--- config.mk ---
export PLATFORM = sky130hd
export DESIGN_NAME = bank_xlate
export DESIGN_NICKNAME = d
export VERILOG_FILES = /design/src/rtl/bank_xlate_pkg.sv /design/src/rtl/bank_cfg_regs.sv /design/src/rtl/bank_region_dec.sv /design/src/rtl/bank_phys_add.sv /design/src/rtl/bank_xlate.sv
export SDC_FILE = /design/constraint.sdc
export NUM_CORES = 1
export LEC_CHECK = 0
export BUFFER_PORTS_ARGS = -buffer_cell sky130_fd_sc_hd__buf_2
export CAP_MARGIN = 20
export CORE_AREA = 5 5 83 85
export DETAILED_ROUTE_END_ITERATION = 8
export DIE_AREA = 0 0 88 90
export PLACE_DENSITY = 0.68
export SLEW_MARGIN = 20
export SYNTH_ARGS = -nofsm -noshare
export SYNTH_HDL_FRONTEND = slang
export SYNTH_SLANG_ARGS = --single-unit
--- constraint.sdc ---
create_clock -name clk -period 7.8 [get_ports clk]
set_clock_uncertainty 0.1 [all_clocks]
set_input_delay 1.56 -clock clk [delete_from_list [all_inputs] [get_ports clk]]
set_output_delay 1.56 -clock clk [all_outputs]
set_load 0.02 [all_outputs]
--- src/rtl/bank_xlate_pkg.sv ---
package bank_xlate_pkg;

  typedef enum logic [1:0] {
    RGN_LOW  = 2'd0,
    RGN_WIN  = 2'd1,
    RGN_HIGH = 2'd2
  } region_e;

  typedef enum logic [1:0] {
    SEL_SPLIT     = 2'd0,
    SEL_WIN_BASE  = 2'd1,
    SEL_HIGH_BASE = 2'd2,
    SEL_NONE      = 2'd3
  } cfg_sel_e;

endpackage

--- src/rtl/bank_cfg_regs.sv ---
module bank_cfg_regs
  import bank_xlate_pkg::*;
#(
  parameter int PG_W      = 4,
  parameter int BASE_W    = 8,
  parameter int CFG_W     = 8,
  parameter int SPLIT_RST = 8'hF0,
  parameter int WIN_RST   = 0,
  parameter int HIGH_RST  = 0
) (
  input  logic                clk,
  input  logic                rst,
  input  logic [1:0]          cfg_sel,
  input  logic                cfg_wr,
  input  logic [CFG_W-1:0]    cfg_wdata,
  output logic [CFG_W-1:0]    cfg_rdata,
  output logic [2*PG_W-1:0]   split,
  output logic [BASE_W-1:0]   win_base,
  output logic [BASE_W-1:0]   high_base
);
  localparam int SPLIT_W = 2 * PG_W;

  cfg_sel_e sel;
  assign sel = cfg_sel_e'(cfg_sel);

  always_ff @(posedge clk) begin
    if (rst) begin
      split     <= SPLIT_W'(SPLIT_RST);
      win_base  <= BASE_W'(WIN_RST);
      high_base <= BASE_W'(HIGH_RST);
    end else if (cfg_wr) begin
      case (sel)
        SEL_SPLIT:     split     <= cfg_wdata[SPLIT_W-1:0];
        SEL_WIN_BASE:  win_base  <= cfg_wdata[BASE_W-1:0];
        SEL_HIGH_BASE: high_base <= cfg_wdata[BASE_W-1:0];
        default: ;
      endcase
    end
  end

  always_ff @(posedge clk) begin
    if (rst) begin
      cfg_rdata <= '0;
    end else begin
      case (sel)
        SEL_SPLIT:     cfg_rdata <= CFG_W'(split);
        SEL_WIN_BASE:  cfg_rdata <= CFG_W'(win_base);
        SEL_HIGH_BASE: cfg_rdata <= CFG_W'(high_base);
        default:       cfg_rdata <= '0;
      endcase
    end
  end

  AST_SPARE_NOWRITE: assert property (@(posedge clk) disable iff (rst)
    (cfg_wr && sel == SEL_NONE) |=> ($stable(split) && $stable(win_base) && $stable(high_base)));

  AST_IDLE_HOLD: assert property (@(posedge clk) disable iff (rst)
    !cfg_wr |=> ($stable(split) && $stable(win_base) && $stable(high_base)));

endmodule

--- src/rtl/bank_region_dec.sv ---
module bank_region_dec
  import bank_xlate_pkg::*;
#(
  parameter int PG_W = 4
) (
  input  logic [PG_W-1:0] page,
  input  logic [PG_W-1:0] win_start,
  input  logic [PG_W-1:0] high_start,
  output region_e         region
);
  // The high region is tested first, so an empty window falls through to it.
  always_comb begin
    if (page >= high_start)     region = RGN_HIGH;
    else if (page >= win_start) region = RGN_WIN;
    else                        region = RGN_LOW;
  end

endmodule

--- src/rtl/bank_phys_add.sv ---
module bank_phys_add
  import bank_xlate_pkg::*;
#(
  parameter int LOG_AW    = 16,
  parameter int PHY_AW    = 20,
  parameter int PAGE_BITS = 12
) (
  input  logic [LOG_AW-1:0]           log_addr,
  input  region_e                     region,
  input  logic [PHY_AW-PAGE_BITS-1:0] win_base,
  input  logic [PHY_AW-PAGE_BITS-1:0] high_base,
  output logic [PHY_AW-1:0]           phys
);
  localparam int BASE_W = PHY_AW - PAGE_BITS;

  logic [BASE_W-1:0] base;

  always_comb begin
    case (region)
      RGN_WIN:  base = win_base;
      RGN_HIGH: base = high_base;
      default:  base = '0;
    endcase
    phys = {base, {PAGE_BITS{1'b0}}} + PHY_AW'(log_addr);
  end

endmodule

--- src/rtl/bank_xlate.sv ---
module bank_xlate
  import bank_xlate_pkg::*;
#(
  parameter int LOG_AW    = 16,
  parameter int PHY_AW    = 20,
  parameter int PAGE_BITS = 12,
  parameter int CFG_W     = 8
) (
  input  logic              clk,
  input  logic              rst,
  input  logic [1:0]        cfg_sel,
  input  logic              cfg_wr,
  input  logic [CFG_W-1:0]  cfg_wdata,
  output logic [CFG_W-1:0]  cfg_rdata,
  input  logic              log_valid,
  input  logic [LOG_AW-1:0] log_addr,
  output logic              phys_valid,
  output logic [PHY_AW-1:0] phys_addr,
  output logic [1:0]        phys_region
);
  localparam int PG_W   = LOG_AW - PAGE_BITS;
  localparam int BASE_W = PHY_AW - PAGE_BITS;

  logic [2*PG_W-1:0] split;
  logic [BASE_W-1:0] win_base, high_base;
  logic [PG_W-1:0]   page, win_start, high_start;
  region_e           region;
  logic [PHY_AW-1:0] phys_next;

  bank_cfg_regs #(
    .PG_W(PG_W), .BASE_W(BASE_W), .CFG_W(CFG_W),
    .SPLIT_RST(8'hF0), .WIN_RST(0), .HIGH_RST(0)
  ) u_cfg (
    .clk(clk), .rst(rst), .cfg_sel(cfg_sel), .cfg_wr(cfg_wr),
    .cfg_wdata(cfg_wdata), .cfg_rdata(cfg_rdata),
    .split(split), .win_base(win_base), .high_base(high_base)
  );

  assign page       = log_addr[LOG_AW-1:PAGE_BITS];
  assign win_start  = split[PG_W-1:0];
  assign high_start = split[2*PG_W-1:PG_W];

  bank_region_dec #(.PG_W(PG_W)) u_dec (
    .page(page), .win_start(win_start), .high_start(high_start), .region(region)
  );

  bank_phys_add #(.LOG_AW(LOG_AW), .PHY_AW(PHY_AW), .PAGE_BITS(PAGE_BITS)) u_add (
    .log_addr(log_addr), .region(region), .win_base(win_base),
    .high_base(high_base), .phys(phys_next)
  );

  always_ff @(posedge clk) begin
    if (rst) begin
      phys_valid  <= 1'b0;
      phys_addr   <= '0;
      phys_region <= RGN_LOW;
    end else begin
      phys_valid  <= log_valid;
      phys_addr   <= phys_next;
      phys_region <= region;
    end
  end

  AST_LOW_IDENTITY: assert property (@(posedge clk) disable iff (rst)
    (phys_valid && phys_region == RGN_LOW) |-> phys_addr == PHY_AW'($past(log_addr)));

  AST_VALID_LATENCY: assert property (@(posedge clk) disable iff (rst)
    !$past(rst) |-> phys_valid == $past(log_valid));

  AST_WIN_NONEMPTY: assert property (@(posedge clk) disable iff (rst)
    (phys_valid && phys_region == RGN_WIN) |-> ($past(win_start) <= $past(high_start)));

endmodule

==> results.cfg, run 1 <==
[cts]
cts_tree = yes
postCtsSetupBuffers = 0
cts_resized = 0
ctsHoldBuffers = 0
clock_latency_ns = 0.31
cts_made_buffers = 5
cts_root_buf = clkbuf_8
clock_path_buffers = 2
cts.reportedPaths.clkPinSlew_ns = 0.10
htree_num_levels = 2
numClockSinks = 55

[critical_path]
path_class = input pin to flop
crit_arrival_ns = 4.58
start_kind = input pin
worst-path-max-fanout = 12
crit_required_ns = 7.87
worstSetupEndpointType = flop

[placed_design]
gp_congestion = 0.845
port-buffer-count = 60
dp_hpwl_mm = 4.09
placed_cell_area_mm2 = 0.00271
dpl_worst_slack_ns = 3.01
place_inst = 374

[synthesis]
synthSimpleGateAreaFrac_pct = 20.1
syn_inst = 250
synth_top_area_share_pct = 46.4
synth-seq-cells = 55
synthAdderAreaFrac_pct = 7.18
synth_compound_area_share_pct = 13.2
ys_top_cells_by_count = dfxtp_1 (55), nor2_1 (38), a21oi_1 (21), mux2i_1 (18), nor2b_1 (17)
synth_edf_count = 0
yosys-mux-area-fraction_pct = 7.60
synth_most_common_cell = dfxtp_1
synth_top_family_by_area = simple AND/OR/NAND/NOR gates
async_flop_share_pct = 0
avgSynthCellArea_um2 = 9.48
ys.flop_type = dfxtp_1
synth_cell_types = 37
yosysTopAreaCell = dfxtp_1
yosysWarnings = 0
synth_xor_area_share_pct = 1.11
syn_nets = 293
synthTopCellsByArea = dfxtp_1 (46%), mux2i_1 (7.6%), ha_1 (6.3%)
netlist_area_mm2 = 0.00237
ys_seq_area_share_pct = 46.4

[global_route]
grt_pass1_vias = 1910
grt_pass1_wl_mm = 9.14
antenna_found_initial = 0
grt_start_max_net_pins = 53
gr-total-overflow = 0
groute.usage.overall_pct = 14.8

[power]
p_leak_nw = 1.31
peakVddDrop_v = 0.000114
p_per_area_mw_per_mm2 = 193
power_mw = 0.542

[run]
cap_violations = 0

[sta]
setup_viol = 0
worst_pin_slew_ns = 0.946
max_slew_margin_pct = 36.9
period_share_pct = 57.7
fmax_mhz = 222
drv_slew = 0
hold_viol = 0
grt_setup_unrepaired = false
fin_crit_ns = 4.50
worst_slack_ns = 3.30
tns_ns = 0

[finish]
syn_to_final_growth_pct = 18.2
nNetsFinal = 347
drive_gt1_share_pct = 26.6
final_area_mm2 = 0.00280
diodes = 0
finalNonFillerCells = 382

[floorplanning]
die_h_um = 90
die_area_mm2 = 0.00792
io_pins = 61
initial_core_util_pct = 38.7
row_count = 29
core-area_mm2 = 0.00613
die_w_um = 88

[hold_path]
hp-class = flop to flop

[route]
drc = 0
routedWlPerCell_um = 14.7
viasPerCell = 4.87
dr.pass1.iters = 4
drt_wl_total_mm = 5.62
drtIter0Drc = 152
vias = 1859
ant_nets = 0

[outcome]
outcome = completed
worst max-delay path: stages:
cell and delay [ns]:
buf_2 0.13, ha_1 0.31, o211ai_1 0.11, o21ai_1 0.66
nor3_2 0.19, a22oi_1 0.29, inv_1 0.09, ha_1 0.28
a21o_1 0.18, a21o_1 0.20, a21oi_1 0.29, a21oi_2 0.06
xor2_1 0.18, nor2_1 0.05
cells in the final DEF (no fill, tap or decap), types with 2 or more instances in the layout:
cell type   n
inv_1      11
o21a_1      4
o211ai_1    4
a21o_1      2
nor4_1      2
a22oi_1     2
nor3_1      2
ha_1       12
a21oi_1    21
xor2_1      2
buf_2      60
nor2b_1    17
nor2_1     38
nor3_2      3
nand2_1    15
nor3b_2     2
nand3_1     8
a22o_1      3
mux2i_1    18
dfxtp_1    55
clkbuf_8    5
worst paths after layout:
path / start / to / slack [ns] / cells after the start
setup / recovery: log_addr[15] / phys_addr[17] / 3.30 / 14
hold / removal: u_cfg.high_base[0] / u_cfg.high_base[0] / 0.40 / 2
setup reg to reg: u_cfg.split[7] / phys_addr[17] / 4.25 / 14
hold reg to reg: u_cfg.high_base[0] / u_cfg.high_base[0] / 0.40 / 2
through the flow:
step | utilization, % | hold slack (ns)
after floorplan | - | 0.345
after CTS | 45.7 | 0.390
after global placement | 44.2 | 0.377
final | 45.7 | 0.397
after global routing | 45.7 | 0.416
after detailed placement | 44.2 | 0.376
metal layers:
metal | GRT usage, % | vias to the layer above | wire length, um | share of wire [%]
met3 | 3.47 | 11 | 345 | 6.1
met5 | 0 | - | 0 | 0
met1 | 18.0 | 840 | 2440 | 43
met4 | 6.52 | 0 | 135 | 2.4
met2 | 24.2 | 56 | 2700 | 48
li1 | - | 952 | - | -
area by class of cell:
cell class                 instances  area, um2
fill                             592       3330
clock buffer                       6       72.6
multi-input combinational        170       1170
tap                               77       96.3
sequential                        55       1100
timing repair buffer              61        308
inverter                          11       41.3
clock inverter                     2       16.3
state kept, by name, summed over array words and instances (netlist names):
name	flops
phys_addr	20
u_cfg.cfg_rdata	8
u_cfg.high_base	8
u_cfg.split	8
u_cfg.win_base	8
phys_region	2
phys_valid	1
cells by family after synthesis:
group                      count (synthesis)
and+or+nand+nor                           93
DFF                                       55
AOI/OAI and AO/OA                         43
buffers and inverters                     25
muxes                                     18
adders and majority gates                 13
xor gates and xnor gates                   3
power by group:
| group | internal [mW] | switching [mW] |
|---|---|---|
| registers | 0.293 | 0.00527 |
| logic | 0.0306 | 0.0495 |
| clock network | 0.0648 | 0.0985 |
| total | 0.389 | 0.153 |
(Power assumes the default switching activity.)
==> inputs of run 2 (changes only) <==
ABC_AREA = 1   (was unset)
clock period = 4.44 ns   (was 7.8 ns; I/O delays follow)
==> run 2 against run 1 <==
  * Routed wire length down 0.12%
  * Critical path depth up 1
  * Largest power group unchanged
  * Final area down 0.63%
  * First-iteration DRC count down 22%
  * Global-route usage up 0.24 points
  * Sequential cell count unchanged
  * Largest cell class is now sequential cells
  * Highest routed layer unchanged
  * Hold slack worse by 0.0046 ns
==> results.cfg, run 2 <==
[floorplanning]
die_w_um = 88
initial_core_util_pct = 38.0
die_h_um = 90
die_area_mm2 = 0.00792
core-area_mm2 = 0.00613
row_count = 29
io_pins = 61

[global_route]
grt-busiest-layer = met2
gr-usage-met1_pct = 17.8
groute.usage.overall_pct = 15.0
grt_pass1_vias = 2099
antenna_found_initial = 0
grt_start_max_net_pins = 33
gr-total-overflow = 0
met2_usage_pct = 25.9
grt_pass1_wl_mm = 9.52
use_met3_pct = 3.47

[finish]
nNetsFinal = 408
diodes = 0
largest_register = phys_addr
largest_register_ffs = 20
utilization_pct = 45.4
drive_gt1_share_pct = 20.8
final_cell_mix = buf_2 (60), inv_1 (55), dfxtp_1 (55), nand2_1 (53), nor2_1 (28)
final_common_cell = buf_2
finalNonFillerCells = 443
syn_to_final_growth_pct = 19.5

[sta]
fin_crit_ns = 3.22
hold_viol = 0
max_slew_margin_pct = 44.9
tns_ns = 0
setup_viol = 0
drv_slew = 0
fmax_mhz = 310
worst_pin_slew_ns = 0.826
grt_setup_unrepaired = false
period_share_pct = 72.6

[power]
p_leak_nw = 1.43
p_per_area_mw_per_mm2 = 343
peakVddDrop_v = 0.000178

[critical_path]
worstSetupEndpointType = flop
crit_path_max_incr_delay_ns = 0.39
path_class = input pin to flop
crit_arrival_ns = 3.37
worst-path-max-fanout = 7
start_kind = input pin
cp_cell_sequence = buf_2 -> ha_1 -> a21oi_1 -> nand2_2 -> nor2_4 -> nand2_4 -> o22ai_1 -> ha_1 -> inv_1 -> fa_1 -> o21ai_0 -> nand3_1 -> nand2_1 -> nand2_1 -> nor2_1
crit_required_ns = 4.59
r2r_cells = 15
cp_slowest_cell = fa_1

[route]
ant_nets = 0
viasPerCell = 4.72
dr.pass1.iters = 4
drt_wl_total_mm = 5.61
drtIter0Drc = 118
vias = 2093
drc = 0
routedWlPerCell_um = 12.7

[synthesis]
synth_cell_types = 23
yosysTopAreaCell = dfxtp_1
synth_xor_area_share_pct = 0.376
synth_top_family_by_area = simple AND/OR/NAND/NOR gates
synthSimpleGateAreaFrac_pct = 20.1
synth-seq-cells = 55
yosys-mux-area-fraction_pct = 0
netlist_area_mm2 = 0.00233
synth_top_area_share_pct = 47.3
async_flop_share_pct = 0
ys_top_cells_by_count = dfxtp_1 (55), inv_1 (55), nand2_1 (53), nor2_1 (28), o21ai_0 (27)
synth_compound_area_share_pct = 14.4
avgSynthCellArea_um2 = 7.61
ys.flop_type = dfxtp_1
syn_nets = 349
ys_seq_area_share_pct = 47.3
synth_edf_count = 0
yosysWarnings = 0
synthTopCellsByArea = dfxtp_1 (47%), inv_1 (8.9%), nand2_1 (8.5%)
syn_inst = 306
synthAdderAreaFrac_pct = 7.30

[outcome]
outcome = completed

[cts]
ctsHoldBuffers = 0
clock_path_buffers = 2
postCtsSetupBuffers = 0
cts_made_buffers = 5
numClockSinks = 55
cts.reportedPaths.clkPinSlew_ns = 0.10
cts_resized = 0
cts_tree = yes
clock_latency_ns = 0.30
htree_num_levels = 2
cts_root_buf = clkbuf_8

[hold_path]
hp-class = flop to flop
hold_depth = 2

[placed_design]
place_inst = 435
gp_congestion = 0.915
port-buffer-count = 60
dp_hpwl_mm = 4.33

[run]
cap_violations = 0
run 2: worst paths after layout:
check               startpoint                end  slack [ns]
min reg2reg  u_cfg.win_base[3]  u_cfg.win_base[3]        0.39
max               log_addr[15]      phys_addr[18]        1.22
min          u_cfg.win_base[3]  u_cfg.win_base[3]        0.39
max reg2reg     u_cfg.split[7]      phys_addr[18]        1.53
run 2: kinds of logic (layout without fill, tap and decap cells):
logic type,after synthesis,count (layout)
AOI/OAI and AO/OA,63,63
xor gates and xnor gates,1,1
adders and majority gates,13,13
buffers and inverters,65,125
DFF,55,55
and+or+nand+nor,109,109
run 2: area by class of cell:
class / instances / area, um2
flip-flops and latches: 55 / 1100
inverters: 56 / 210
well taps: 77 / 96.3
fillers: 641 / 3350
clock buffers: 6 / 72.6
repair buffers: 61 / 308
multi-input cells: 186 / 983
clock inverters: 2 / 12.5
run 2: metrics by stage:
| stage | setup WS (ns) | instance area (um2) | hold slack, ns | power (mW) |
|---|---|---|---|---|
| finish | 1.22 | 2780 | 0.392 | 0.956 |
| global route | 0.951 | 2780 | 0.422 | 1.00 |
| CTS | 1.21 | 2780 | 0.392 | 0.969 |
| detailed placement | 0.879 | 2700 | 0.376 | 0.700 |
| global placement | 1.05 | 2700 | 0.362 | 0.695 |
| floorplan | 1.33 | 2330 | 0.339 | 0.642 |
run 2: metal layers:
metal / vias up / wire length (um)
met3: 6 / 459
met2: 72 / 2760
met1: 932 / 2320
met5: - / 0
met4: 0 / 82
li1: 1083 / -
run 2: power breakdown:
part / internal, mW / total (mW) / switching [mW]
logic: 0.0541 / 0.160 / 0.106
clock network: 0.111 / 0.268 / 0.158
registers: 0.520 / 0.528 / 0.00815
run 2: worst max-delay path: cells and delay by family:
| kind | cells | cell delay (ns) |
|---|---|---|
| compound gates | 3 | 0.66 |
| fa+ha+maj | 3 | 0.88 |
| buf+inv | 2 | 0.18 |
| simple gates | 7 | 0.76 |
==> inputs of run 3 (changes only) <==
ABC_AREA = 0   (was 1)
clock period = 3.35 ns   (was 4.44 ns; I/O delays follow)
==> run 3 against run 2 <==
  * Via count shrank 9.7%
  * Hold slack better by 0.0055 ns
  * Sequential power is 32% higher
  * First-iteration DRC count shrank 29%
  * Register-to-register slack worse by 1.2 ns
  * Sequential share of layout area fell by 1.2 points
  * Clock-buffer cell count is the same
  * Total power is 32% higher
  * Global-route usage decreased by 0.54 points
  * Largest cell class is now multi-input combinational cells
==> results.cfg, run 3 (synthesized netlist as in run 1, its figures left out) <==
[outcome]
outcome = completed

[finish]
final_common_cell = buf_2
nNetsFinal = 356
syn_to_final_growth_pct = 21.1
utilization_pct = 46.8
final_area_mm2 = 0.00287
diodes = 0
largest_register_ffs = 20
drive_gt1_share_pct = 28.7
largest_register = phys_addr
final_cell_mix = buf_2 (60), dfxtp_1 (55), nor2_1 (38), a21oi_1 (21), mux2i_1 (18)
finalNonFillerCells = 391

[critical_path]
rrSetupSlack_ns = 0.37
start_kind = input pin
worst-path-max-fanout = 4
worstSetupEndpointType = flop
path_depth = 15
path_class = input pin to flop
crit_required_ns = 3.43
r2r_start = u_cfg.split[5]
cp-endpoint = phys_addr[18]
crit_path_max_incr_delay_ns = 0.38
cp_slowest_cell = fa_1
crit_arrival_ns = 3.17
cp.buffers_inverters = 3
cp_cell_sequence = buf_2 -> inv_1 -> ha_1 -> nor3b_2 -> o21ai_1 -> nor3_2 -> a22o_1 -> ha_1 -> inv_1 -> fa_1 -> nor2b_1 -> o21a_1 -> nor2_1 -> nor3_1 -> nor3_2
cp_top_family = simple AND/OR/NAND/NOR gates
r2r_cells = 14
r2r-end = phys_addr[18]
crit_start = log_addr[12]

[power]
clkPwrFrac_pct = 29.5
p_per_area_mw_per_mm2 = 440
p_int_mw = 0.913
p_leak_nw = 1.36
peakVddDrop_v = 0.000241
seqPwrFrac_pct = 55.0
p_switching_mw = 0.351
power_mw = 1.26
swShare_pct = 27.8
pwr-share-comb_pct = 15.5

[placed_design]
placed_cell_area_mm2 = 0.00278
dpl_worst_slack_ns = -0.0668
gp_congestion = 0.791
place_inst = 383
port-buffer-count = 60
dp_hpwl_mm = 4.09

[cts]
postCtsSetupBuffers = 0
ctsHoldBuffers = 0
numClockSinks = 55
cts.reportedPaths.clkPinSlew_ns = 0.10
cts_resized = 0
clock_path_buffers = 2
clock_latency_ns = 0.31
htree_num_levels = 2
cts_tree = yes
cts_made_buffers = 5
cts_root_buf = clkbuf_8

[sta]
drv_slew = 0
fmax_mhz = 323
max_slew_margin_pct = 41.3
worst_slack_ns = 0.259
grt_setup_unrepaired = false
period_share_pct = 92.3
fin_crit_ns = 3.09
setup_viol = 0
hold_viol = 0
tns_ns = 0
worst_pin_slew_ns = 0.877
whs_ns = 0.398

[global_route]
antenna_found_initial = 0
groute.usage.overall_pct = 14.4
grt_start_max_net_pins = 40
grt_pass1_wl_mm = 8.97
grt_pass1_vias = 1966
gr-total-overflow = 0

[floorplanning]
row_count = 29
die_h_um = 90
die_area_mm2 = 0.00792
initial_core_util_pct = 38.7
die_w_um = 88
core-area_mm2 = 0.00613
io_pins = 61

[run]
cap_violations = 0

[route]
routedWlPerCell_um = 14.0
drtIter0Drc = 84
drc = 0
drt_wl_total_mm = 5.48
ant_nets = 0
dr.pass1.iters = 4
viasPerCell = 4.84
vias = 1891

[hold_path]
hold_depth = 2
hp-class = flop to flop
## run 3: cell count changes in the layout (fill, tap and decap cells not counted), sizes merged, moves of 7 or more
cell and change:
inv -45, nand2 -41, o21ai -27, mux2i +18, nor2b +17, buf +9, nor2 +8, nand3 -7
## run 3: per-layer routing
layer / global-route usage [%] / vias to the layer above / share of wire, %
met1: 17.6 / 863 / 44
met2: 23.8 / 52 / 48
li1: - / 968 / -
met3: 4.20 / 8 / 6.2
met4: 5.12 / 0 / 1.8
met5: 0 / - / 0
## run 3: layout make-up
| class | instances | area [um2] |
|---|---|---|
| Clock buffer | 6 | 72.6 |
| Fill cell | 594 | 3260 |
| Sequential cell | 55 | 1100 |
| Timing Repair Buffer | 70 | 375 |
| Multi-Input combinational cell | 170 | 1170 |
| Tap cell | 77 | 96.3 |
| Clock inverter | 2 | 17.5 |
| Inverter | 11 | 41.3 |
## run 3: power by group through the flow
| stage | Clock, mW | Sequential (mW) | Combinational [mW] |
|---|---|---|---|
| 2_1_floorplan | 0 | 0.733 | 0.102 |
| 3_3_place_gp | 0 | 0.710 | 0.193 |
| 3_5_place_dp | 0 | 0.711 | 0.195 |
| 4_1_cts | 0.382 | 0.696 | 0.196 |
| 5_1_grt | 0.406 | 0.699 | 0.215 |
| 6_report | 0.373 | 0.695 | 0.195 |
## run 3: how the worst min path moves through the flow
stage	startpoint	slack, ns	to
final	u_cfg.high_base[1]	0.40	u_cfg.high_base[1]
after global routing	u_cfg.high_base[2]	0.43	u_cfg.high_base[2]
after CTS	u_cfg.high_base[1]	0.40	u_cfg.high_base[1]
after detailed placement	u_cfg.high_base[6]	0.38	u_cfg.high_base[6]
after global placement	u_cfg.high_base[6]	0.37	u_cfg.high_base[6]
after floorplan	u_cfg.high_base[6]	0.35	u_cfg.high_base[6]
## run 3: worst reg2reg max path, cell delays in order, from the launching register on
cell	delay [ns]
dfxtp_1	0.34
inv_1	0.07
ha_1	0.26
o211ai_1	0.22
o21ai_1	0.17
nor3_2	0.21
a22o_1	0.18
ha_1	0.18
inv_1	0.06
fa_1	0.38
nor2b_1	0.18
o21a_1	0.14
nor2_1	0.07
nor3_1	0.23
nor3_2	0.06
